$ cat src/rtl/gpio_altfunc_pkg.sv
// Shared constants and types for the GPIO port with peripheral override.
// Assumes the fixed five-pin layout: SPI on bits 4..2, CAN/UART on bits 1..0.
package gpio_altfunc_pkg;

    localparam int PORT_W   = 5;
    localparam int PIN_MOSI = 4;
    localparam int PIN_SS   = 3;
    localparam int PIN_MISO = 2;
    localparam int PIN_TX   = 1;
    localparam int PIN_RX   = 0;

    typedef enum logic [1:0] {
        OWN_GPIO = 2'd0,
        OWN_SPI  = 2'd1,
        OWN_CAN  = 2'd2,
        OWN_UART = 2'd3
    } pin_owner_e;

    typedef struct packed {
        pin_owner_e owner;
        logic       drive;
        logic       value;
    } pin_ctl_t;

endpackage

$ cat src/rtl/gpio_port_regs.sv
// Data and direction registers with the direction-dependent readback.
// Assumes a single-cycle write strobe and combinational readback.
module gpio_port_regs #(
    parameter int W = 5
) (
    input  logic         clk,
    input  logic         rst_n,
    input  logic         wr_en,
    input  logic         addr,
    input  logic [W-1:0] wdata,
    input  logic [W-1:0] pin_in,
    output logic [W-1:0] rdata,
    output logic [W-1:0] data_q,
    output logic [W-1:0] dir_q
);

    // Store register writes; reset leaves every pin as an input.
    always_ff @(posedge clk) begin
        if (!rst_n) begin
            data_q <= '0;
            dir_q  <= '0;
        end else if (wr_en) begin
            if (addr) dir_q  <= wdata;
            else      data_q <= wdata;
        end
    end

    // Readback: direction register, or per-bit data/pin select.
    always_comb begin
        if (addr) rdata = dir_q;
        else      rdata = (dir_q & data_q) | (~dir_q & pin_in);
    end

    assert_data_write_R2: assert property (@(posedge clk) disable iff (!rst_n)
        (wr_en && !addr) |=> (data_q == $past(wdata)));
    assert_dir_write_R2: assert property (@(posedge clk) disable iff (!rst_n)
        (wr_en && addr) |=> (dir_q == $past(wdata)));
    assert_no_write_hold_R2: assert property (@(posedge clk) disable iff (!rst_n)
        !wr_en |=> ($stable(data_q) && $stable(dir_q)));

endmodule

$ cat src/rtl/gpio_owner_sel.sv
// Decides, per pin, which function owns it and what the peripheral drives.
// Assumes the fixed pin layout from the package; CAN outranks UART.
module gpio_owner_sel
    import gpio_altfunc_pkg::*;
#(
    parameter int W = 5
) (
    input  logic                spi_en,
    input  logic                spi_master,
    input  logic                spi_mosi_v,
    input  logic                spi_ss_v,
    input  logic                spi_miso_v,
    input  logic                can_en,
    input  logic                can_tx_v,
    input  logic                uart_en,
    input  logic                uart_tx_v,
    output pin_ctl_t [W-1:0]    ctl
);

    for (genvar g = 0; g < W; g++) begin : g_pin
        if (g == PIN_MOSI || g == PIN_SS) begin : g_spi_out_in_master
            // SPI master drives this pin; slave receives on it.
            always_comb begin
                ctl[g] = '{owner: OWN_GPIO, drive: 1'b0, value: 1'b0};
                if (spi_en) begin
                    ctl[g].owner = OWN_SPI;
                    ctl[g].drive = spi_master;
                    ctl[g].value = spi_master ? ((g == PIN_MOSI) ? spi_mosi_v : spi_ss_v) : 1'b0;
                end
            end
        end else if (g == PIN_MISO) begin : g_spi_out_in_slave
            // SPI slave drives MISO; master receives on it.
            always_comb begin
                ctl[g] = '{owner: OWN_GPIO, drive: 1'b0, value: 1'b0};
                if (spi_en) begin
                    ctl[g].owner = OWN_SPI;
                    ctl[g].drive = !spi_master;
                    ctl[g].value = spi_master ? 1'b0 : spi_miso_v;
                end
            end
        end else if (g == PIN_TX) begin : g_tx
            // Transmit pin: CAN first, then UART.
            always_comb begin
                ctl[g] = '{owner: OWN_GPIO, drive: 1'b0, value: 1'b0};
                if (can_en)       ctl[g] = '{owner: OWN_CAN,  drive: 1'b1, value: can_tx_v};
                else if (uart_en) ctl[g] = '{owner: OWN_UART, drive: 1'b1, value: uart_tx_v};
            end
        end else begin : g_rx
            // Receive pin: a claiming peripheral only listens.
            always_comb begin
                ctl[g] = '{owner: OWN_GPIO, drive: 1'b0, value: 1'b0};
                if (can_en)       ctl[g].owner = OWN_CAN;
                else if (uart_en) ctl[g].owner = OWN_UART;
            end
        end
    end

endmodule

$ cat src/rtl/gpio_pad_drive.sv
// Combines GPIO register state with peripheral control into pad signals.
// Assumes ctl marks OWN_GPIO for pins that no peripheral claims.
module gpio_pad_drive
    import gpio_altfunc_pkg::*;
#(
    parameter int W = 5
) (
    input  pin_ctl_t [W-1:0] ctl,
    input  logic [W-1:0]     data_q,
    input  logic [W-1:0]     dir_q,
    output logic [W-1:0]     pin_out,
    output logic [W-1:0]     pin_oe
);

    for (genvar g = 0; g < W; g++) begin : g_pad
        // Pick GPIO register values or the owning peripheral's control.
        always_comb begin
            if (ctl[g].owner == OWN_GPIO) begin
                pin_out[g] = data_q[g];
                pin_oe[g]  = dir_q[g];
            end else begin
                pin_out[g] = ctl[g].value;
                pin_oe[g]  = ctl[g].drive;
            end
        end
    end

endmodule

$ cat src/rtl/gpio_altfunc_port.sv
// Top of the five-pin GPIO port with SPI / CAN / UART pin override.
// Assumes pin_in is already synchronized to clk; reset is synchronous, active low.
module gpio_altfunc_port
    import gpio_altfunc_pkg::*;
#(
    parameter int PORT_WIDTH = PORT_W
) (
    input  logic                  clk,
    input  logic                  rst_n,
    input  logic                  reg_wr,
    input  logic                  reg_addr,
    input  logic [PORT_WIDTH-1:0] reg_wdata,
    output logic [PORT_WIDTH-1:0] reg_rdata,
    input  logic [PORT_WIDTH-1:0] pin_in,
    output logic [PORT_WIDTH-1:0] pin_out,
    output logic [PORT_WIDTH-1:0] pin_oe,
    input  logic                  spi_en,
    input  logic                  spi_master,
    input  logic                  spi_mosi_to_pad,
    input  logic                  spi_ss_to_pad,
    input  logic                  spi_miso_to_pad,
    output logic                  spi_mosi_from_pad,
    output logic                  spi_ss_from_pad,
    output logic                  spi_miso_from_pad,
    input  logic                  can_en,
    input  logic                  can_tx_to_pad,
    output logic                  can_rx_from_pad,
    input  logic                  uart_en,
    input  logic                  uart_txd_to_pad,
    output logic                  uart_rxd_from_pad
);

    logic [PORT_WIDTH-1:0]    data_q;
    logic [PORT_WIDTH-1:0]    dir_q;
    pin_ctl_t [PORT_WIDTH-1:0] ctl;

    gpio_port_regs #(.W(PORT_WIDTH)) u_regs (
        .clk    (clk),
        .rst_n  (rst_n),
        .wr_en  (reg_wr),
        .addr   (reg_addr),
        .wdata  (reg_wdata),
        .pin_in (pin_in),
        .rdata  (reg_rdata),
        .data_q (data_q),
        .dir_q  (dir_q)
    );

    gpio_owner_sel #(.W(PORT_WIDTH)) u_owner (
        .spi_en     (spi_en),
        .spi_master (spi_master),
        .spi_mosi_v (spi_mosi_to_pad),
        .spi_ss_v   (spi_ss_to_pad),
        .spi_miso_v (spi_miso_to_pad),
        .can_en     (can_en),
        .can_tx_v   (can_tx_to_pad),
        .uart_en    (uart_en),
        .uart_tx_v  (uart_txd_to_pad),
        .ctl        (ctl)
    );

    gpio_pad_drive #(.W(PORT_WIDTH)) u_pad (
        .ctl     (ctl),
        .data_q  (data_q),
        .dir_q   (dir_q),
        .pin_out (pin_out),
        .pin_oe  (pin_oe)
    );

    // Route receive-side pin states to every peripheral, regardless of owner.
    always_comb begin
        spi_mosi_from_pad = pin_in[PIN_MOSI];
        spi_ss_from_pad   = pin_in[PIN_SS];
        spi_miso_from_pad = pin_in[PIN_MISO];
        can_rx_from_pad   = pin_in[PIN_RX];
        uart_rxd_from_pad = pin_in[PIN_RX];
    end

    assert_gpio_free_pin_R4: assert property (@(posedge clk) disable iff (!rst_n)
        (!can_en && !uart_en) |-> (pin_oe[PIN_TX] == dir_q[PIN_TX] && pin_out[PIN_TX] == data_q[PIN_TX]));
    assert_spi_master_dirs_R5: assert property (@(posedge clk) disable iff (!rst_n)
        (spi_en && spi_master) |-> (pin_oe[PIN_MOSI] && pin_oe[PIN_SS] && !pin_oe[PIN_MISO]
                                    && pin_out[PIN_MOSI] == spi_mosi_to_pad));
    assert_spi_slave_dirs_R6: assert property (@(posedge clk) disable iff (!rst_n)
        (spi_en && !spi_master) |-> (!pin_oe[PIN_MOSI] && !pin_oe[PIN_SS] && pin_oe[PIN_MISO]
                                     && pin_out[PIN_MISO] == spi_miso_to_pad));
    assert_can_owns_R7: assert property (@(posedge clk) disable iff (!rst_n)
        can_en |-> (pin_oe[PIN_TX] && pin_out[PIN_TX] == can_tx_to_pad && !pin_oe[PIN_RX]));
    assert_uart_owns_R8: assert property (@(posedge clk) disable iff (!rst_n)
        (uart_en && !can_en) |-> (pin_oe[PIN_TX] && pin_out[PIN_TX] == uart_txd_to_pad && !pin_oe[PIN_RX]));
    assert_owned_pins_steady_R10: assert property (@(posedge clk) disable iff (!rst_n)
        (spi_en && $stable(spi_en) && $stable(spi_master) && $stable(spi_mosi_to_pad)
         && $stable(spi_ss_to_pad) && $stable(spi_miso_to_pad))
        |-> ($stable(pin_oe[PIN_MOSI:PIN_MISO]) && $stable(pin_out[PIN_MOSI:PIN_MISO])));

endmodule

$ cat config.mk
export PLATFORM = sky130hd
export DESIGN_NAME = gpio_altfunc_port
export DESIGN_NICKNAME = d
export VERILOG_FILES = /design/src/rtl/gpio_altfunc_pkg.sv /design/src/rtl/gpio_port_regs.sv /design/src/rtl/gpio_owner_sel.sv /design/src/rtl/gpio_pad_drive.sv /design/src/rtl/gpio_altfunc_port.sv
export SDC_FILE = /design/constraint.sdc
export NUM_CORES = 1
export LEC_CHECK = 0
export ABC_CLOCK_PERIOD_IN_PS = 900
export BUFFER_PORTS_ARGS = -buffer_cell sky130_fd_sc_hd__buf_2
export CELL_PAD_IN_SITES_DETAIL_PLACEMENT = 0
export CELL_PAD_IN_SITES_GLOBAL_PLACEMENT = 1
export CORE_MARGIN = 2
export CORE_UTILIZATION = 25
export DETAILED_ROUTE_END_ITERATION = 10
export PLACE_DENSITY = 0.73
export SYNTH_ARGS = -nofsm -noshare
export SYNTH_HDL_FRONTEND = slang
export SYNTH_SLANG_ARGS = --single-unit
$ cat constraint.sdc
create_clock -name clk -period 0.9 [get_ports clk]
set_input_delay 0 -clock clk [delete_from_list [all_inputs] [get_ports clk]]
set_output_delay 0 -clock clk [all_outputs]
set_load 0.02 [all_outputs]
; Yosys cells after proc, flatten, opt, wreduce, memory -nomap -nowiden
; Index checks and enable logic that the tools add are counted.
[totals]
ff_bits = 10
[op_classes]
reduce_logical = 8
bitwise = 5
n_mux = 21
[ops]
columns = operator, n
row1 = two-way mux 1 bit, 13
row2 = bitwise AND 5 bit, 2
row3 = logical NOT 2 bit, 5
row4 = two-way mux 3 bit, 3
row5 = two-way mux 4 bit, 2
row6 = two-way mux 5 bit, 1
row7 = NOT 5 bit, 1
row8 = OR 5 bit, 1
row9 = two-way mux 2 bit, 2
row10 = AND reduction 2 bit, 2
row11 = logical NOT 1 bit, 1
row12 = NOT 1 bit, 1

; Longest topological paths before layout
[depth]
ltp_word = 4
mapped_depth = 4
ltp_nobuf = 3

; By module
; A second synthesis with hierarchy kept.
[unflattened]
hier_cells = 99
area_unflattened_um2 = 824.5
[modules_own_cells]
columns = mod, cells_each, seq_area_each_um2, n_inst, area_per_inst_um2
row1 = gpio_port_regs, 56, 200.2, 1, 485.5
row2 = gpio_owner_sel, 23, 0.0, 1, 157.7
row3 = gpio_pad_drive, 15, 0.0, 1, 143.9
row4 = gpio_altfunc_port, 5, 0.0, 1, 37.5

; Least setup slack after synthesis
; OpenSTA, ideal clock, no wires.
[synth_timing]
path_kind = register -> output
startpoint = register u_regs.dir_q[0]
endpoint = output port pin_oe[0]
slack_ps = 24
arrival_ps = 876
required_time_ps = 900
stages_incl_launch_ff = 2
path_buffers = 0
path_cell_list = dfxtp_1 > nor3b_1
[synth_between]
elab_chain_cells = 1
[synth_lines]
columns = element, line_no
row1 = start: declaration, gpio_port_regs.sv:14  ; output logic [W-1:0] dir_q
row2 = start signal: assignment, gpio_port_regs.sv:23  ; if (addr) dir_q <= wdata;
row3 = two-way mux 1 bit, gpio_pad_drive.sv:18  ; if (ctl[g].owner == OWN_GPIO) begin
row4 = end: declaration, gpio_altfunc_port.sv:16  ; output logic [PORT_WIDTH-1:0] pin_oe,
; Every way passes these cells.

; Worst setup path in the final report
[layout_timing]
startpoint = register u_regs.dir_q[1]
endpoint = output port pin_oe[1]
; Same word-level chain as after synthesis.

==> qor.yml <==
die_h_um: 53.6
dr.pass1.iters: 2
seqCellArea_um2: 220
yosysSeqAreaShare_pct: 32.6
reg2reg_depth: 3
viasPerCell: 4.53
clk_latency_ps: 260
hold_slack_ps: 14.0
syn_area_um2: 614
critPathSlowestCell: "dfxtp_2"
startpoint: "u_regs.dir_q[1]"
dp.cells: 143
postSynthCellCount: 80
cts.sinks: 10
power.total_mw: 1.27
slew_violations: 0
fin_tns_setup_ps: -640
grt_max_degree: 11
synthToLayoutAreaGrowth_pct: 69.2
end_kind: "output port"
cts_inserted_buffers: 3
clockRootBuffer: "clkbuf_4"
rr_startpoint: "u_regs.data_q[3]"
arrival_ps: 1030
antenna_found_initial: 0
r2r_setup_slack_ps: 150
stdcell_count: 154
slew_headroom_pct: 79.8
drc: 0
fp.dieW_um: 53.6
initial_core_util_pct: 27.0
r2r_end: "u_regs.data_q[3]"
crit_buf_inv: 1
drtAntennaViolNets: 0
critical_path.top_delay_family: "flip-flops"
yosys.area.top_type_share_pct: 32.6
rsz0062_at_grt: "true"
synth-seq-cells: 10
tightest_slew_ps: 303
power_leakage_nw: 0.486
multi_input_area_um2: 385
dieArea_um2: 2870
min-delay-start: "reg_wdata[4]"
drv_cap: 0
io_buffers: 42
grt_pass1_wl_um: 2660
violations: "negative setup slack"
grt_pass1_vias: 648
clockBufferDepth: 2
fmax_ghz: 0.967
h-tree-depth: 1
power_per_cell_area_nw_per_um2: 1230
cp_num_cells: 2
skew_ps: 0
nets: 150
drive_above_1_share_pct: 62.7
final_hold_viol_count: 0
cp_data_required_time_ps: 900
grt_overflow: 0
diodes: 0
synth.distinct_cells: 19
clkTransAtPathRegs_ps: 60
fin_crit_sh_pct: 115
grtUsageTotal_pct: 13.1
gp_congestion: 0.725
vdd_drop_max_uv: 1180
rows: 17
core_um2: 2280
critPathKind: "reg2out"
crit_path_start_kind: "register"
crit_fanout: 2
ios: 43
path_cells: "or3_1 > buf_6"
syn_avg_cell_area_um2: 7.68
critPathMaxStageDelay_ps: 320
cts_tree: "yes"
finalSetupViolCount: 12
status: "finished, violations left"
nFillCells: 245
hpwl_um: 1250
synth_warnings: 0
drt-wirelength-per-cell_um: 10.8
period_minus_slack_ps: 1030
fin_util_pct: 45.7
layout_setup_ws_ps: -134
vias: 697
synth_fp_nets: 103
drt_iter0_drc: 6
yosys.area.top_type: "dfxtp_1"
drt-total-wl_um: 1670
worstHoldPathType: "in2reg"
synth_area_leaders: "dfxtp_1 (33%), mux2i_1 (9.8%), a21boi_0 (6.1%), buf_4 (6.1%), nand2_1 (6.1%)"
crit_end: "pin_oe[1]"
## worst reg2reg max path, delay by kind of cell (launching register included)
kind / cells / cell delay (ps)
flops: 1 / 320
mux: 1 / 140
buf+inv: 1 / 120
simple gates: 1 / 60
## cell usage after synthesis
library cell   n
or3_1          1
nor3b_1        2
buf_6          1
nand2b_2       1
inv_1          6
o21a_1         1
a31oi_1        3
nand2_1       10
a21boi_0       5
nor2b_1        5
nand3_1        7
mux2i_1        6
o21ai_0        7
buf_4          5
a21oi_1        5
nand3b_1       1
buf_2          2
nor2_1         2
dfxtp_1       10
## cell families after synthesis
group                  Yosys count  share of synthesized area [%]
AOI/OAI and AO/OA               21                           20.2
buffers and inverters           14                           13.2
DFF                             10                           32.6
muxes                            6                           9.78
and+or+nand+nor                 29                           24.2
## where the power goes
part / total [mW] / internal, mW / switching (mW)
Clock: 0.391 / 0.245 / 0.146
Combinational: 0.402 / 0.193 / 0.209
Sequential: 0.481 / 0.462 / 0.0186
Total: 1.27 / 0.901 / 0.374
## placed cells by master, fill, tap and decap left out, drive strengths merged
master / n
a21boi: 5
a21oi: 5
a31oi: 3
buf: 46
clkbuf: 4
dfxtp: 10
dlygate4sd3: 4
inv: 6
mux2i: 6
nand2: 10
nand2b: 1
nand3: 7
nand3b: 1
nor2: 2
nor2b: 5
nor3b: 2
o21a: 1
o21ai: 7
or3: 1
## stage by stage
step | setup WS (ps) | instance area (um^2)
after floorplan | 24.3 | 614
after global placement | 79.2 | 808
after detailed placement | 73.4 | 808
after CTS | -143 | 972
after global routing | -190 | 1040
final | -134 | 1040
## what timing repair did
action                                 4_1_cts  5_1_grt
hold buffers                                 4        0
resized for setup                           36       22
pin swaps                                   10        1
endpoints found under the hold margin        4        0
buffers inserted                             3        0
setup endpoints to repair                   15       15
## layer usage
metal / wire (um) / vias up / track usage [%]
met5: 0 / - / 0
met4: 0 / 0 / 3.85
met3: 102 / 0 / 5.56
met2: 896 / 19 / 21.2
met1: 667 / 316 / 15.6
li1: - / 362 / -
## final cells by class
class | instances | share of cell area [%]
multi-input cells | 56 | 37.1
inverters | 6 | 2.17
clock buffers | 4 | 3.49
repair buffers | 50 | 32.7
flip-flops and latches | 10 | 21.2
well taps | 28 | 3.37
## how the worst min path moves through the flow
stage / end / depth (start not counted) / slack (ps)
after CTS: u_regs.data_q[4] / 3 / 9
after floorplan: pin_oe[0] / 1 / 80
after global placement: spi_miso_from_pad / 2 / 230
after global routing: u_regs.data_q[4] / 3 / 20
final: u_regs.data_q[4] / 3 / 10
after detailed placement: spi_miso_from_pad / 2 / 240
## sequential cells by signal, indices dropped and copies added, names as in the netlist
signal / count
u_regs.data_q: 5
u_regs.dir_q: 5
Power figures use the tool's default switching activity.
